`src/rtl/regfree_pkg.sv`:
```
package regfree_pkg;

  typedef enum logic [1:0] {
    DEST_NONE = 2'd0,
    DEST_INT  = 2'd1,
    DEST_FP   = 2'd2
  } dest_e;

  // Decide which pool a unified-port release belongs to.
  function automatic dest_e release_dest(input int idx, input int n_int, input int n_fp,
                                         input int zero_reg, input bit zero_fp_en);
    if (idx < n_int) begin
      return (idx == zero_reg) ? DEST_NONE : DEST_INT;
    end
    if (idx < n_int + n_fp) begin
      if (zero_fp_en && idx == zero_reg + n_int) return DEST_NONE;
      return DEST_FP;
    end
    return DEST_NONE;
  endfunction

  // Circular pointer advance for a depth that need not be a power of two.
  function automatic int ring_step(input int ptr, input int inc, input int depth);
    return (ptr + inc) % depth;
  endfunction

endpackage

```
`src/rtl/regfree_router.sv`:
```
module regfree_router #(
  parameter int IDX_W      = 5,
  parameter int NUM_PHYS_INT = 8,
  parameter int NUM_PHYS_FP  = 8,
  parameter int ZERO_REG   = 0,
  parameter bit ZERO_FP_EN = 1'b1
) (
  input  logic             clk,
  input  logic             rst_n,
  input  logic             rel_valid,
  input  logic [IDX_W-1:0] rel_idx,
  output logic             to_int,
  output logic             to_fp
);
  import regfree_pkg::*;

  localparam int TOTAL = NUM_PHYS_INT + NUM_PHYS_FP;

  dest_e dest;

  always_comb begin
    dest   = release_dest(int'(rel_idx), NUM_PHYS_INT, NUM_PHYS_FP, ZERO_REG, ZERO_FP_EN);
    to_int = rel_valid && (dest == DEST_INT);
    to_fp  = rel_valid && (dest == DEST_FP);
  end

  // a release lands in at most one pool
  a_r3_single_dest: assert property (@(posedge clk) disable iff (!rst_n)
    $onehot0({to_int, to_fp}));

  // indices beyond the physical space are never routed
  a_r3_out_of_range: assert property (@(posedge clk) disable iff (!rst_n)
    (rel_valid && int'(rel_idx) >= TOTAL) |-> (!to_int && !to_fp));

  // the integer zero register never reaches the integer pool
  a_r4_int_zero_drop: assert property (@(posedge clk) disable iff (!rst_n)
    (rel_valid && int'(rel_idx) == ZERO_REG) |-> !to_int);

  // the FP zero register is dropped when enabled
  a_r5_fp_zero_drop: assert property (@(posedge clk) disable iff (!rst_n)
    (ZERO_FP_EN && rel_valid && int'(rel_idx) == ZERO_REG + NUM_PHYS_INT) |-> !to_fp);

endmodule

```
`src/rtl/regfree_pool.sv`:
```
module regfree_pool #(
  parameter int DEPTH     = 8,
  parameter int IDX_W     = 5,
  parameter int INIT_BASE = 4,
  parameter int INIT_N    = 4,
  localparam int PW = (DEPTH > 1) ? $clog2(DEPTH) : 1,
  localparam int CW = $clog2(DEPTH + 1)
) (
  input  logic             clk,
  input  logic             rst_n,
  input  logic             pop_req,
  output logic             pop_valid,
  output logic [IDX_W-1:0] pop_idx,
  input  logic             push0_v,
  input  logic [IDX_W-1:0] push0_idx,
  input  logic             push1_v,
  input  logic [IDX_W-1:0] push1_idx,
  output logic [CW-1:0]    count,
  output logic             nonempty,
  output logic             uf_flag,
  output logic             ov_flag
);
  import regfree_pkg::*;

  logic [IDX_W-1:0] slots [DEPTH];
  logic [PW-1:0]    rd_ptr;
  logic [PW-1:0]    wr_ptr;

  // Named internal events for the assertions
  logic pop_ok;
  logic uf_evt;
  logic acc0;
  logic acc1;
  logic ov_evt;
  int   room_base;

  always_comb begin
    pop_ok    = pop_req && (count != '0);
    uf_evt    = pop_req && (count == '0);
    room_base = int'(count) - int'(pop_ok);
    acc0      = push0_v && (room_base < DEPTH);
    acc1      = push1_v && (room_base + int'(acc0) < DEPTH);
    ov_evt    = (push0_v && !acc0) || (push1_v && !acc1);
    pop_valid = pop_ok;
    pop_idx   = slots[rd_ptr];
    nonempty  = (count != '0);
  end

  always_ff @(posedge clk) begin
    if (!rst_n) begin
      for (int i = 0; i < DEPTH; i++) begin
        slots[i] <= (i < INIT_N) ? IDX_W'(INIT_BASE + i) : '0;
      end
      rd_ptr  <= '0;
      wr_ptr  <= PW'(ring_step(0, INIT_N, DEPTH));
      count   <= CW'(INIT_N);
      uf_flag <= 1'b0;
      ov_flag <= 1'b0;
    end else begin
      if (pop_ok) rd_ptr <= PW'(ring_step(int'(rd_ptr), 1, DEPTH));
      if (acc0) slots[wr_ptr] <= push0_idx;
      if (acc1) slots[PW'(ring_step(int'(wr_ptr), int'(acc0), DEPTH))] <= push1_idx;
      wr_ptr  <= PW'(ring_step(int'(wr_ptr), int'(acc0) + int'(acc1), DEPTH));
      count   <= CW'(int'(count) - int'(pop_ok) + int'(acc0) + int'(acc1));
      if (uf_evt) uf_flag <= 1'b1;
      if (ov_evt) ov_flag <= 1'b1;
    end
  end

  // occupancy never exceeds capacity
  a_r9_count_bound: assert property (@(posedge clk) disable iff (!rst_n)
    int'(count) <= DEPTH);

  // underflow flag is sticky
  a_r7_uf_sticky: assert property (@(posedge clk) disable iff (!rst_n)
    uf_flag |=> uf_flag);

  // a request on an empty pool raises the flag
  a_r7_uf_raise: assert property (@(posedge clk) disable iff (!rst_n)
    (pop_req && !nonempty) |=> uf_flag);

  // overflow flag is sticky
  a_r8_ov_sticky: assert property (@(posedge clk) disable iff (!rst_n)
    ov_flag |=> ov_flag);

  // a full pool with no pop stays exactly full
  a_r8_full_hold: assert property (@(posedge clk) disable iff (!rst_n)
    (int'(count) == DEPTH && !pop_req) |=> int'(count) == DEPTH);

  // a grant on an empty pool is impossible, even with a push in flight
  a_r10_no_bypass: assert property (@(posedge clk) disable iff (!rst_n)
    !(pop_valid && count == '0));

endmodule

```
`src/rtl/regfree_list.sv`:
```
module regfree_list #(
  parameter int NUM_LOG_INT  = 4,
  parameter int NUM_PHYS_INT = 8,
  parameter int NUM_LOG_FP   = 4,
  parameter int NUM_PHYS_FP  = 8,
  parameter int ZERO_REG     = 0,
  parameter bit ZERO_FP_EN   = 1'b1,
  localparam int IDX_W = $clog2(NUM_PHYS_INT + NUM_PHYS_FP) + 1,
  localparam int ICW   = $clog2(NUM_PHYS_INT + 1),
  localparam int FCW   = $clog2(NUM_PHYS_FP + 1)
) (
  input  logic             clk,
  input  logic             rst_n,
  input  logic             int_alloc_req,
  output logic             int_alloc_valid,
  output logic [IDX_W-1:0] int_alloc_idx,
  input  logic             fp_alloc_req,
  output logic             fp_alloc_valid,
  output logic [IDX_W-1:0] fp_alloc_idx,
  input  logic             rel_valid,
  input  logic [IDX_W-1:0] rel_idx,
  input  logic             int_rel_valid,
  input  logic [IDX_W-1:0] int_rel_idx,
  input  logic             fp_rel_valid,
  input  logic [IDX_W-1:0] fp_rel_idx,
  output logic             int_nonempty,
  output logic [ICW-1:0]   int_count,
  output logic             fp_nonempty,
  output logic [FCW-1:0]   fp_count,
  output logic             int_underflow,
  output logic             fp_underflow,
  output logic             int_overflow,
  output logic             fp_overflow
);

  logic route_int;
  logic route_fp;

  regfree_router #(
    .IDX_W(IDX_W), .NUM_PHYS_INT(NUM_PHYS_INT), .NUM_PHYS_FP(NUM_PHYS_FP),
    .ZERO_REG(ZERO_REG), .ZERO_FP_EN(ZERO_FP_EN)
  ) u_router (
    .clk(clk), .rst_n(rst_n),
    .rel_valid(rel_valid), .rel_idx(rel_idx),
    .to_int(route_int), .to_fp(route_fp)
  );

  regfree_pool #(
    .DEPTH(NUM_PHYS_INT), .IDX_W(IDX_W),
    .INIT_BASE(NUM_LOG_INT), .INIT_N(NUM_PHYS_INT - NUM_LOG_INT)
  ) u_int_pool (
    .clk(clk), .rst_n(rst_n),
    .pop_req(int_alloc_req), .pop_valid(int_alloc_valid), .pop_idx(int_alloc_idx),
    .push0_v(route_int), .push0_idx(rel_idx),
    .push1_v(int_rel_valid), .push1_idx(int_rel_idx),
    .count(int_count), .nonempty(int_nonempty),
    .uf_flag(int_underflow), .ov_flag(int_overflow)
  );

  regfree_pool #(
    .DEPTH(NUM_PHYS_FP), .IDX_W(IDX_W),
    .INIT_BASE(NUM_PHYS_INT + NUM_LOG_FP), .INIT_N(NUM_PHYS_FP - NUM_LOG_FP)
  ) u_fp_pool (
    .clk(clk), .rst_n(rst_n),
    .pop_req(fp_alloc_req), .pop_valid(fp_alloc_valid), .pop_idx(fp_alloc_idx),
    .push0_v(route_fp), .push0_idx(rel_idx),
    .push1_v(fp_rel_valid), .push1_idx(fp_rel_idx),
    .count(fp_count), .nonempty(fp_nonempty),
    .uf_flag(fp_underflow), .ov_flag(fp_overflow)
  );

endmodule

```
`config.mk`:
```
export PLATFORM = sky130hd
export DESIGN_NAME = regfree_list
export DESIGN_NICKNAME = d
export VERILOG_FILES = /design/src/rtl/regfree_pkg.sv /design/src/rtl/regfree_router.sv /design/src/rtl/regfree_pool.sv /design/src/rtl/regfree_list.sv
export SDC_FILE = /design/constraint.sdc
export NUM_CORES = 1
export LEC_CHECK = 0
export BUFFER_PORTS_ARGS = -buffer_cell sky130_fd_sc_hd__buf_4
export CORE_MARGIN = 3
export CORE_UTILIZATION = 50
export CTS_BUF_LIST = sky130_fd_sc_hd__clkbuf_2
export CTS_CLUSTER_SIZE = 30
export DETAILED_ROUTE_END_ITERATION = 10
export PLACE_DENSITY_LB_ADDON = 0.1
export SYNTH_ARGS = -nofsm -noshare
export SYNTH_HDL_FRONTEND = slang
export SYNTH_SLANG_ARGS = --single-unit
```
`constraint.sdc`:
```
create_clock -name clk -period 6.1 [get_ports clk]
set_clock_uncertainty 0.15 [all_clocks]
set_input_delay 0.61 -clock clk [delete_from_list [all_inputs] [get_ports clk]]
set_output_delay 0.61 -clock clk [all_outputs]
set_load 0.02 [all_outputs]
```
==> results.json <==
{
  "syn_nets": 594,
  "io_buffers": 47,
  "fin_crit_sh": 0.8981,
  "wire_per_inst_um": 19.37,
  "cpMostUsedCell": "ha_1",
  "grt_pass1_vias": 4517,
  "outcome": "completed",
  "die_area_um2": 13990,
  "cellPowerDensity_nw_per_um2": 333.6,
  "synth.yosys.seq_area_share": 0.4764,
  "p_leak_nw": 2.447,
  "instances_no_fill": 757,
  "regArea_um2": 3003,
  "final_hold_viol_count": 0,
  "root_buffer": "clkbuf_2",
  "tritoncts": "done",
  "grt_start_max_net_pins": 49,
  "cts_buffers": 9,
  "use_met1": 0.3173,
  "grt.total_usage": 0.2149,
  "rsz0062_at_grt": "no",
  "rrSetupSlack_ps": 620,
  "core_um2": 12160,
  "die_y_um": 118.3,
  "start_kind": "flop",
  "clk_pin_slew_ps": 260,
  "worstPathRequired_ps": 6340,
  "antenna_left": 0,
  "route.detailed.drc": 0,
  "diodes": 0,
  "setup_viol": 0,
  "die_x_um": 118.3,
  "power.total_mw": 2.304,
  "ys_types": 60,
  "setup_tns_ps": 0,
  "async_reset_ff_frac": 0,
  "fmax_mhz": 182.5,
  "ys_ff_latch": 110,
  "multiInputGateArea_um2": 3118,
  "firstDrtPassIters": 5,
  "crit_chain": "nor4_1 -> inv_1 -> nand2_1 -> inv_1 -> ha_1 -> ha_1 -> nor4b_2 -> mux2i_4 -> nand3_1 -> inv_1 -> ha_1 -> ha_1 -> nor3b_1 -> and4_1 -> nor4_2 -> buf_4 -> nor3_1 -> mux2_2",
  "synth_area_um2": 6304,
  "yosysWarnings": 0,
  "vias_per_cell": 5.923,
  "nFillCells": 1085,
  "cp_max_fo": 14,
  "clock-sinks": 110,
  "top_usage_layer": "met2",
  "drive_above_1_share": 0.2224,
  "ys.flop_type": "edfxtp_1",
  "area_growth_syn_to_layout_pct": 9.567,
  "ir_drop_uv": 228.3,
  "end_kind": "flop",
  "path_buf_inv": 4,
  "hold_slack_ps": 120.2,
  "cap_violations": 0,
  "cpPeakStageDelay_ps": 600,
  "gp_congestion": 0.9224,
  "relSlewSlack": 0.3284,
  "final_common_cell": "edfxtp_1",
  "pin_count": 48,
  "vias": 4484,
  "post_cts.repair.setup_buffers": 0,
  "tightest_slew_ps": 999.7,
  "cts_hold_buf": 0,
  "crit_slowest_cell": "nor3_1",
  "grt_pass1_wl_um": 23690,
  "start_util": 0.5183,
  "place_inst": 742,
  "synth_edf_count": 80,
  "dp_worst_setup_slack_ps": 410.0,
  "period_minus_slack_ps": 5479,
  "postSynthCellCount": 548,
  "rows": 40,
  "wl_um": 14660,
  "hold_path.class": "in2reg",
  "cts_buffer_depth": 2,
  "h-tree-depth": 3,
  "post_cts_resize_count": 0,
  "grt_use_met2": 0.3258,
  "clk-insertion-delay-late_ps": 590,
  "antenna_found_initial": 0,
  "drtIter0Drc": 516,
  "timing.final.ws_setup_ps": 621.4,
  "hpwl_um": 10980,
  "grtUsageMet3": 0.03541,
  "crit_type": "reg2reg",
  "mostFrequentLayoutCells": "80 x edfxtp_1, 55 x nand2_1, 50 x buf_4, 35 x mux2_2, 33 x nor2_1",
  "arrival_ps": 5720,
  "synth_area_per_cell_um2": 11.50,
  "grt-ovfl-total": 0,
  "cp_top_family": "simple AND/OR/NAND/NOR gates",
  "maxSlewViolCount": 0,
  "final_nets": 631
}
-- final timing paths --
kind                                    startpoint                    end  depth (start not counted)
worst max-delay path            u_fp_pool.count[2]  u_fp_pool.slots[7][3]                         18
worst min-delay path                 int_alloc_req     u_int_pool.uf_flag                          3
worst max register to register  u_fp_pool.count[2]  u_fp_pool.slots[7][3]                         18
worst min register to register  u_int_pool.uf_flag     u_int_pool.uf_flag                          2
-- synth_stat cells (3+ instances only) --
cell type	n	share of area
o41ai_1	3	0.0042
and2_1	18	0.018
a41o_1	4	0.0064
nor2_1	33	0.020
and3_1	9	0.0089
mux2i_1	13	0.021
dfxtp_1	30	0.095
nand3b_1	8	0.0095
nor3b_1	5	0.0060
mux4_2	20	0.071
nand4_1	4	0.0040
or4_1	5	0.0060
or3_1	6	0.0060
nand2b_1	6	0.0060
a41oi_1	4	0.0056
xor2_1	5	0.0069
a21oi_1	5	0.0040
inv_1	25	0.015
ha_1	22	0.044
nor4_1	8	0.0079
nand3_1	21	0.017
xnor2_1	14	0.019
edfxtp_1	80	0.38
nor3_1	27	0.021
buf_1	4	0.0024
mux2_2	35	0.063
nand2_1	55	0.033
o221ai_1	8	0.011
o31ai_1	5	0.0060
nor2b_1	11	0.011
clkbuf_1	15	0.0089
or2_2	3	0.0030
buf_2	5	0.0040
-- cells by family after synthesis --
kind of cell    count (synthesis)  synth area share
mux                            70            0.1604
buf+inv                        50           0.03076
fa+ha+maj                      24           0.05002
xor+xnor                       20           0.03017
compound gates                 44           0.05756
simple gates                  230            0.1947
flops                         110            0.4764
-- routing by layer --
metal | wire (um) | vias up
li1 | - | 2128
met1 | 6745 | 2136
met2 | 6660 | 197
met3 | 1010 | 23
met4 | 244 | 0
met5 | 0 | -
-- flip-flops by register name (all words and copies together) (netlist names), named ones only --
name	cells
u_fp_pool.count	4
u_fp_pool.ov_flag	1
u_fp_pool.rd_ptr	3
u_fp_pool.slots	40
u_fp_pool.uf_flag	1
u_fp_pool.wr_ptr	3
u_int_pool.count	4
u_int_pool.ov_flag	1
u_int_pool.rd_ptr	3
u_int_pool.slots	40
u_int_pool.uf_flag	1
u_int_pool.wr_ptr	3
-- cell type report --
class,instances,share of cell area
multi-input cells,388,0.4514
flip-flops and latches,110,0.4348
repair buffers,50,0.05435
well taps,168,0.03043
inverters,26,0.01413
clock buffers,11,0.007971
clock inverters,4,0.006884
-- metrics by stage --
step	utilization	instance area (um2)
final	0.5679	6907
after global routing	0.5679	6907
after CTS	0.5670	6895
after detailed placement	0.5585	6793
after global placement	0.5585	6793
after floorplan	-	6304
-- worst reg2reg max path, cell delays in order, from the launching register on --
cell and delay [ps]:
dfxtp_1 500, nor4_1 440, inv_1 110, nand2_1 140, inv_1 100, ha_1 240
ha_1 310, nor4b_2 460, mux2i_4 190, nand3_1 120, inv_1 70, ha_1 250
ha_1 250, nor3b_1 340, and4_1 360, nor4_2 70, buf_4 190, nor3_1 600
mux2_2 410
-- where the power goes --
group | total (mW) | internal, mW | switching [mW]
Clock | 0.325 | 0.0955 | 0.230
Sequential | 1.04 | 0.925 | 0.117
Combinational | 0.937 | 0.405 | 0.532
No activity file was read; power rests on OpenSTA's default activity.
